===== config.mk =====
export PLATFORM = sky130hd
export DESIGN_NAME = edge_polarity_conditioner
export DESIGN_NICKNAME = d
export VERILOG_FILES = /design/src/rtl/epc_pkg.sv /design/src/rtl/epc_sync.sv /design/src/rtl/epc_cfg_bank.sv /design/src/rtl/epc_event_core.sv /design/src/rtl/epc_read_mux.sv /design/src/rtl/edge_polarity_conditioner.sv
export SDC_FILE = /design/constraint.sdc
export NUM_CORES = 1
export LEC_CHECK = 0
export BUFFER_PORTS_ARGS = -buffer_cell sky130_fd_sc_hd__clkbuf_2
export CELL_PAD_IN_SITES_DETAIL_PLACEMENT = 0
export CELL_PAD_IN_SITES_GLOBAL_PLACEMENT = 1
export CORE_MARGIN = 2
export CORE_UTILIZATION = 50
export DETAILED_ROUTE_END_ITERATION = 7
export PLACE_DENSITY_LB_ADDON = 0.1
export REMOVE_ABC_BUFFERS = 1
export SLEW_MARGIN = 20
export SYNTH_ARGS = -nofsm -noshare
export SYNTH_HDL_FRONTEND = slang
export SYNTH_SLANG_ARGS = --single-unit

===== constraint.sdc =====
create_clock -name clk -period 2.38 [get_ports clk]
set_input_delay 0.119 -clock clk [delete_from_list [all_inputs] [get_ports clk]]
set_output_delay 0.119 -clock clk [all_outputs]
set_load 0.05 [all_outputs]

===== src/rtl/epc_pkg.sv =====
// Package: shared encodings for the edge/polarity conditioner.
// Assumes a 32-bit-per-bank register window with word-aligned offsets.
package epc_pkg;

    // Word index within one bank (address bits 4:2)
    typedef enum logic [2:0] {
        SEL_STATUS   = 3'd0,
        SEL_RAW      = 3'd1,
        SEL_RISE     = 3'd2,
        SEL_FALL     = 3'd3,
        SEL_RISE_SET = 3'd4,
        SEL_RISE_CLR = 3'd5,
        SEL_FALL_SET = 3'd6,
        SEL_FALL_CLR = 3'd7
    } reg_sel_e;

    // Trigger mode, encoded as {rise, fall}
    typedef enum logic [1:0] {
        TRIG_LEVEL_HIGH = 2'b00,
        TRIG_FALLING    = 2'b01,
        TRIG_RISING     = 2'b10,
        TRIG_LEVEL_LOW  = 2'b11
    } trig_mode_e;

    localparam int WORD_LG2 = 2;
    localparam int SEL_W    = 3;
    localparam int BANK_LG2 = WORD_LG2 + SEL_W;   // bank stride 0x20

endpackage


===== src/rtl/epc_sync.sv =====
// Module: two-flop synchroniser for a vector of asynchronous lines.
// Assumes each line is individually meaningful (no bus coherency needed).
module epc_sync #(
    parameter int W = 64
) (
    input  logic         clk,
    input  logic         rst_n,
    input  logic [W-1:0] async_in,
    output logic [W-1:0] sync_out
);
    logic [W-1:0] meta_q;
    logic [W-1:0] sync_q;

    // Two capture stages; reset to all-low
    always_ff @(posedge clk) begin
        if (!rst_n) begin
            meta_q <= '0;
            sync_q <= '0;
        end else begin
            meta_q <= async_in;
            sync_q <= meta_q;
        end
    end

    assign sync_out = sync_q;

endmodule


===== src/rtl/epc_cfg_bank.sv =====
// Module: rise/fall configuration bits of one bank, changed only through
// set/clear strobes. Assumes at most one strobe register is written per cycle.
module epc_cfg_bank
    import epc_pkg::*;
#(
    parameter int BANK_W = 32
) (
    input  logic              clk,
    input  logic              rst_n,
    input  logic              wr_en,
    input  reg_sel_e          wr_sel,
    input  logic [BANK_W-1:0] wr_data,
    output logic [BANK_W-1:0] rise_q,
    output logic [BANK_W-1:0] fall_q
);
    logic rise_set_stb, rise_clr_stb, fall_set_stb, fall_clr_stb;

    // Decode which strobe register is hit this cycle
    always_comb begin
        rise_set_stb = wr_en && (wr_sel == SEL_RISE_SET);
        rise_clr_stb = wr_en && (wr_sel == SEL_RISE_CLR);
        fall_set_stb = wr_en && (wr_sel == SEL_FALL_SET);
        fall_clr_stb = wr_en && (wr_sel == SEL_FALL_CLR);
    end

    // Rise bits: ones in the data set or clear their line
    always_ff @(posedge clk) begin
        if (!rst_n)            rise_q <= '0;
        else if (rise_set_stb) rise_q <= rise_q | wr_data;
        else if (rise_clr_stb) rise_q <= rise_q & ~wr_data;
    end

    // Fall bits: ones in the data set or clear their line
    always_ff @(posedge clk) begin
        if (!rst_n)            fall_q <= '0;
        else if (fall_set_stb) fall_q <= fall_q | wr_data;
        else if (fall_clr_stb) fall_q <= fall_q & ~wr_data;
    end

    // a set strobe leaves every addressed rise bit high
    a_r4_rise_set: assert property (@(posedge clk) disable iff (!rst_n)
        rise_set_stb |=> ((rise_q & $past(wr_data)) == $past(wr_data)));
    // a clear strobe leaves every addressed fall bit low, others untouched
    a_r4_fall_clr: assert property (@(posedge clk) disable iff (!rst_n)
        fall_clr_stb |=> (fall_q == ($past(fall_q) & ~$past(wr_data))));
    // without a rise strobe the rise bits hold
    a_r4_rise_hold: assert property (@(posedge clk) disable iff (!rst_n)
        !(rise_set_stb || rise_clr_stb) |=> $stable(rise_q));

endmodule


===== src/rtl/epc_event_core.sv =====
// Module: per-line trigger decode, edge detection, sticky event flags and
// conditioned output for one bank. Assumes sync_in is already synchronised.
module epc_event_core
    import epc_pkg::*;
#(
    parameter int BANK_W = 32
) (
    input  logic              clk,
    input  logic              rst_n,
    input  logic [BANK_W-1:0] sync_in,
    input  logic [BANK_W-1:0] rise_cfg,
    input  logic [BANK_W-1:0] fall_cfg,
    input  logic [BANK_W-1:0] clr_mask,
    output logic [BANK_W-1:0] event_q,
    output logic [BANK_W-1:0] cond
);
    logic [BANK_W-1:0] prev_q;
    logic [BANK_W-1:0] hit;
    logic [BANK_W-1:0] lvl;
    logic [BANK_W-1:0] inv;

    // Previous synchronised sample, for edge comparison
    always_ff @(posedge clk) begin
        if (!rst_n) prev_q <= '0;
        else        prev_q <= sync_in;
    end

    for (genvar i = 0; i < BANK_W; i++) begin : g_line
        trig_mode_e mode;
        // Decode this line's mode and whether its selected edge occurred
        always_comb begin
            mode   = trig_mode_e'({rise_cfg[i], fall_cfg[i]});
            hit[i] = 1'b0;
            lvl[i] = 1'b0;
            inv[i] = 1'b0;
            case (mode)
                TRIG_RISING:     hit[i] = sync_in[i] & ~prev_q[i];
                TRIG_FALLING:    hit[i] = ~sync_in[i] & prev_q[i];
                TRIG_LEVEL_LOW:  begin lvl[i] = 1'b1; inv[i] = 1'b1; end
                default:         lvl[i] = 1'b1;
            endcase
        end
    end

    // Sticky flags: new edge beats clear; level lines hold nothing
    always_ff @(posedge clk) begin
        if (!rst_n) event_q <= '0;
        else        event_q <= ~lvl & (hit | (event_q & ~clr_mask));
    end

    // Conditioned request: level lines pass through, edge lines show the flag
    assign cond = (lvl & (sync_in ^ inv)) | (~lvl & event_q);

    // a detected edge always leaves its flag set
    a_r5_edge_sets_flag: assert property (@(posedge clk) disable iff (!rst_n)
        (|hit) |=> ((event_q & $past(hit)) == $past(hit)));
    // edge and clear together still leave the flag set
    a_r7_edge_beats_clear: assert property (@(posedge clk) disable iff (!rst_n)
        (|(hit & clr_mask)) |=> ((event_q & $past(hit & clr_mask)) == $past(hit & clr_mask)));
    // a clear without an edge drops the flag
    a_r6_clear_drops: assert property (@(posedge clk) disable iff (!rst_n)
        (|(clr_mask & ~hit)) |=> ((event_q & $past(clr_mask & ~hit)) == '0));
    // a line in a level mode holds no flag on the next cycle
    a_r8_level_no_flag: assert property (@(posedge clk) disable iff (!rst_n)
        (|lvl) |=> ((event_q & $past(lvl)) == '0));

endmodule


===== src/rtl/epc_read_mux.sv =====
// Module: combinational register read selection across banks.
// Assumes NUM_BANKS is a power of two, matched by the width of bank_idx.
module epc_read_mux
    import epc_pkg::*;
#(
    parameter int BANK_W    = 32,
    parameter int NUM_BANKS = 2,
    localparam int BSEL_W   = $clog2(NUM_BANKS)
) (
    input  logic [BSEL_W-1:0]                 bank_idx,
    input  reg_sel_e                          sel,
    input  logic [NUM_BANKS-1:0][BANK_W-1:0] status_b,
    input  logic [NUM_BANKS-1:0][BANK_W-1:0] raw_b,
    input  logic [NUM_BANKS-1:0][BANK_W-1:0] rise_b,
    input  logic [NUM_BANKS-1:0][BANK_W-1:0] fall_b,
    output logic [BANK_W-1:0]                rdata
);
    // Pick the addressed word; strobe-only offsets read zero
    always_comb begin
        case (sel)
            SEL_STATUS: rdata = status_b[bank_idx];
            SEL_RAW:    rdata = raw_b[bank_idx];
            SEL_RISE:   rdata = rise_b[bank_idx];
            SEL_FALL:   rdata = fall_b[bank_idx];
            default:    rdata = '0;
        endcase
    end

endmodule


===== src/rtl/edge_polarity_conditioner.sv =====
// Module: top of the edge/polarity conditioner. Synchronises the lines,
// holds per-line trigger configuration in banks, latches edge events and
// exposes a small register window. Assumes NUM_LINES is a multiple of
// BANK_W, at least two banks, and one register access per cycle.
module edge_polarity_conditioner
    import epc_pkg::*;
#(
    parameter int  NUM_LINES = 64,
    parameter int  BANK_W    = 32,
    localparam int NUM_BANKS = NUM_LINES / BANK_W,
    localparam int BSEL_W    = $clog2(NUM_BANKS),
    localparam int ADDR_W    = BANK_LG2 + BSEL_W
) (
    input  logic                 clk,
    input  logic                 rst_n,
    input  logic [NUM_LINES-1:0] line_in,
    input  logic                 reg_wr,
    input  logic [ADDR_W-1:0]    reg_addr,
    input  logic [BANK_W-1:0]    reg_wdata,
    output logic [BANK_W-1:0]    reg_rdata,
    output logic [NUM_LINES-1:0] cond_out
);
    logic [NUM_LINES-1:0]             sync_lines;
    logic [BSEL_W-1:0]                bank_idx;
    reg_sel_e                         sel;
    logic [NUM_BANKS-1:0][BANK_W-1:0] status_b, raw_b, rise_b, fall_b;

    // Split the offset into bank index and word select
    always_comb begin
        bank_idx = reg_addr[ADDR_W-1:BANK_LG2];
        sel      = reg_sel_e'(reg_addr[BANK_LG2-1:WORD_LG2]);
    end

    epc_sync #(.W(NUM_LINES)) u_sync (
        .clk      (clk),
        .rst_n    (rst_n),
        .async_in (line_in),
        .sync_out (sync_lines)
    );

    for (genvar b = 0; b < NUM_BANKS; b++) begin : g_bank
        logic              bank_wr;
        logic [BANK_W-1:0] clr_mask;

        // Write qualification and W1C mask for this bank
        always_comb begin
            bank_wr  = reg_wr && (bank_idx == BSEL_W'(b));
            clr_mask = (bank_wr && sel == SEL_RAW) ? reg_wdata : '0;
        end

        epc_cfg_bank #(.BANK_W(BANK_W)) u_cfg (
            .clk     (clk),
            .rst_n   (rst_n),
            .wr_en   (bank_wr),
            .wr_sel  (sel),
            .wr_data (reg_wdata),
            .rise_q  (rise_b[b]),
            .fall_q  (fall_b[b])
        );

        epc_event_core #(.BANK_W(BANK_W)) u_core (
            .clk      (clk),
            .rst_n    (rst_n),
            .sync_in  (sync_lines[b*BANK_W +: BANK_W]),
            .rise_cfg (rise_b[b]),
            .fall_cfg (fall_b[b]),
            .clr_mask (clr_mask),
            .event_q  (raw_b[b]),
            .cond     (status_b[b])
        );

        assign cond_out[b*BANK_W +: BANK_W] = status_b[b];
    end

    epc_read_mux #(.BANK_W(BANK_W), .NUM_BANKS(NUM_BANKS)) u_rd (
        .bank_idx (bank_idx),
        .sel      (sel),
        .status_b (status_b),
        .raw_b    (raw_b),
        .rise_b   (rise_b),
        .fall_b   (fall_b),
        .rdata    (reg_rdata)
    );

    // the cycle after reset, no line requests from a latched event
    a_r1_reset_clean: assert property (@(posedge clk)
        !rst_n |=> (raw_b == '0));

endmodule


==> impl_results.md <==
- Run status: complete, no violations
- Hold path cells: 2
- Grt total ovfl: 0
- Area grow syn2layout: 28.0%
- Die ar.: 40700 um^2
- Met1 WL: 24.9 mm
- CTS Root Cell: clkbuf_16
- Final-report max-slew violation count: 0
- Via count: 16078
- Static Leakage: 9.51 nW
- Count of different cell masters after synthesis: 41
- Initial drt markers: 952
- Post-DRT Antenna Nets: 0
- Worst reg2reg setup slack: 1210 ps
- WL final: 54.7 mm
- Max-slew headroom: 46.6%
- Initial Utilization: 50.6%
- Synthesized flop and latch total: 384
- Worst-Margin Slew: 801 ps
- Initial antenna violation count: 1
- CP Capture Type: primary output
- Cell Pwr Density: 608 nW/um^2
- Crit Path Category: register to primary output
- Routed wl met2: 25.7 mm
- Routed len/inst: 19.0 um
- First-pass GRT wire length: 84.9 mm
- Clock skew: 14.3 ps
- Skew-Pair Late Insertion Delay: 570 ps
- R2r worst-path depth: 3
- H-tree depth: 2
- Worst min-delay path category: input pin to register
- Register area share after synthesis: 39.3%
- Clock power share: 43.7%
- Pin count of the biggest net entering global routing: 193
- CTS tree: built
- YS warnings: 0
- Die Height: 202 um
- Maxcap violations: 0
- CTS Buffer Depth: 3
- CP cell instances: inv_2, ha_4, nor2_4, a21oi_2, nor2b_4, or4_4, clkbuf_16
- Clk sinks: 384
- Syn avg cell area: 9.47 um^2
- CP max FO: 5
- Pre-CTS WS: 317 ps
- Synth area leaders: dfxtp_1 (39%), ha_1 (12%), a311oi_1 (8.6%)
- Most used DFF post-synth: dfxtp_1
- All-Layer GR Usage: 26.1%
- TritonRoute pass-1 iters: 7
- Core area: 38600 um^2
- Maximum clock rate: 0.422 GHz
- Final min period: 2370 ps
- Row count: 72
- Sw Share: 26.2%
- Vias per cell: 5.59
- Hold path start: reg_addr[2]
- Data arrival, critical path: 2250 ps
- Final WS setup: 11.6 ps
- Switch Pwr: 3.98 mW
- Routability Congestion: 0.799
- Share of cells above drive strength 1: 25.4%
- Met3 WL post-DR: 2.96 mm
- Final core occ: 64.7%
- Peak supply drop: 0.000456 V
- Sequential power share: 44.2%
- Post-DP HPWL: 32.4 mm
- Max incr delay on CP: 530 ps
- Critical-path top delay cell: or4_4
- DRC: 0
- Highest Signal Layer: met4
- Fin crit share: 99.5%
- Syn Inst Count: 2065
- Async SR Flop Fraction: 0%
- Dpl cell area: 21200 um^2
- RSZ-0062 raised after global routing: true
- Cell area after layout: 25000 um^2
- Die Wd: 202 um
- Yosys top cell area share: 39.3%
- Pint: 11.2 mW
- Final setup viols: 0
- Worst R2R End: g_bank[1].u_core.event_q[24]
- Clock transition at the registers of the reported paths: 60 ps
- Synth area leader: dfxtp_1
- Port bufs: 198
- Syn Std Cell Area: 19600 um^2
- WP data required: 2260 ps
- # nets final: 2623
- CTS Buf Count: 43
- Post-synth EDFFs: 0
- I/O pin count: 201
- Number of global-route vias before repair: 15683
- Combinational share of power: 12.1%
- Final hold violation count: 0
- Crit path launch type: register
cell usage after synthesis (11+ instances only):
cell type and count:
mux2_2 16, ha_1 192, mux2i_1 48, inv_1 162, clkbuf_1 103, a211oi_2 20
a221oi_1 16, a21oi_1 207, dfxtp_1 384, nand3b_1 128, a311oi_1 192, or4_1 16
a211oi_1 11, xnor2_1 64, o21ai_0 64, nor2b_1 35, nor2_1 77, buf_2 29
and2_1 192, nand2_1 18, o22ai_1 16, a22o_1 30
cell type report:
cell class / count / area, um^2
inverters: 162 / 613
repair buffers: 369 / 3110
flip-flops and latches: 384 / 7870
well taps: 518 / 648
fillers: 3204 / 13600
multi-input cells: 1366 / 11400
diodes: 1 / 2.50
clock buffers: 66 / 1340
clock inverters: 9 / 70.1
worst max path at each step:
stage	slack, ps	cells past startpoint	startpoint	endpoint
3_3_place_gp	310	7	reg_addr[4]	reg_rdata[13]
3_5_place_dp	320	7	reg_addr[4]	reg_rdata[13]
2_1_floorplan	-1920	4	reg_wr	register
6_report	10	7	register	reg_rdata[13]
4_1_cts	-10	6	register	reg_rdata[13]
5_1_grt	-30	7	register	reg_rdata[13]
worst max-delay path, delay by kind of cell (launching register included):
family                     cells  cell delay (ps)
and+or+nand+nor                3              760
DFF                            1              390
adders and majority gates      1              230
AOI/OAI and AO/OA              1               40
buffers and inverters          2              250
kinds of logic after synthesis:
kind of cell | count (synthesis) | share of synthesized area (%)
AO/OA/AOI/OAI | 558 | 19.9
AND/OR/NAND/NOR | 488 | 15.4
flip-flops | 384 | 39.3
buffers and inverters | 315 | 6.83
adder cells (fa/ha/maj) | 192 | 12.3
XOR/XNOR | 64 | 2.87
multiplexers | 64 | 3.38
routing by layer:
metal  GRT usage, %  vias to the layer above
li1               -                     7876
met1           34.8                     7707
met2           43.4                      417
met3           4.32                       78
met4           7.59                        0
met5              0                        -
power by group through the flow:
stage               Clock [mW]  Sequential (mW)  Combinational [mW]
floorplan                    0             6.84               0.919
global placement             0             6.88                1.56
detailed placement           0             6.88                1.58
CTS                       6.79             6.74                1.77
global route              7.05             6.75                1.97
finish                    6.64             6.73                1.84
metrics by stage:
stage          hold WS, ps  TNS (ps)  total power, mW  std cells
5_1_grt               53.8      -179             15.8       2875
4_1_cts               19.6     -12.1             15.3       2864
6_report              51.5         0             15.2       2875
3_3_place_gp           324         0             8.44       2670
2_1_floorplan          229   -215700             7.76       1912
3_5_place_dp           329         0             8.46       2670
what timing repair did:
action / 4_1_cts / 5_1_grt
pin swaps: 14 / 48
hold buffers: 96 / 0
buffers inserted: 23 / 10
resized for setup: 151 / 159
endpoints found under the hold margin: 192 / 0
endpoints found under the setup margin: 20 / 32
cells in the final DEF, fill, tap and decap left out, drive strengths merged, types with 16 or more instances in the layout:
master       instances
a211oi              31
a21oi              207
a221oi              16
a22o                30
a311oi             192
and2               192
buf                101
clkbuf             238
dfxtp              384
dlygate4sd3         96
ha                 192
inv                162
mux2                16
mux2i               48
nand2               20
nand3b             128
nor2                78
nor2b               35
o21ai               64
o22ai               16
or4                 17
xnor2               64
Power figures use the tool's default switching activity.
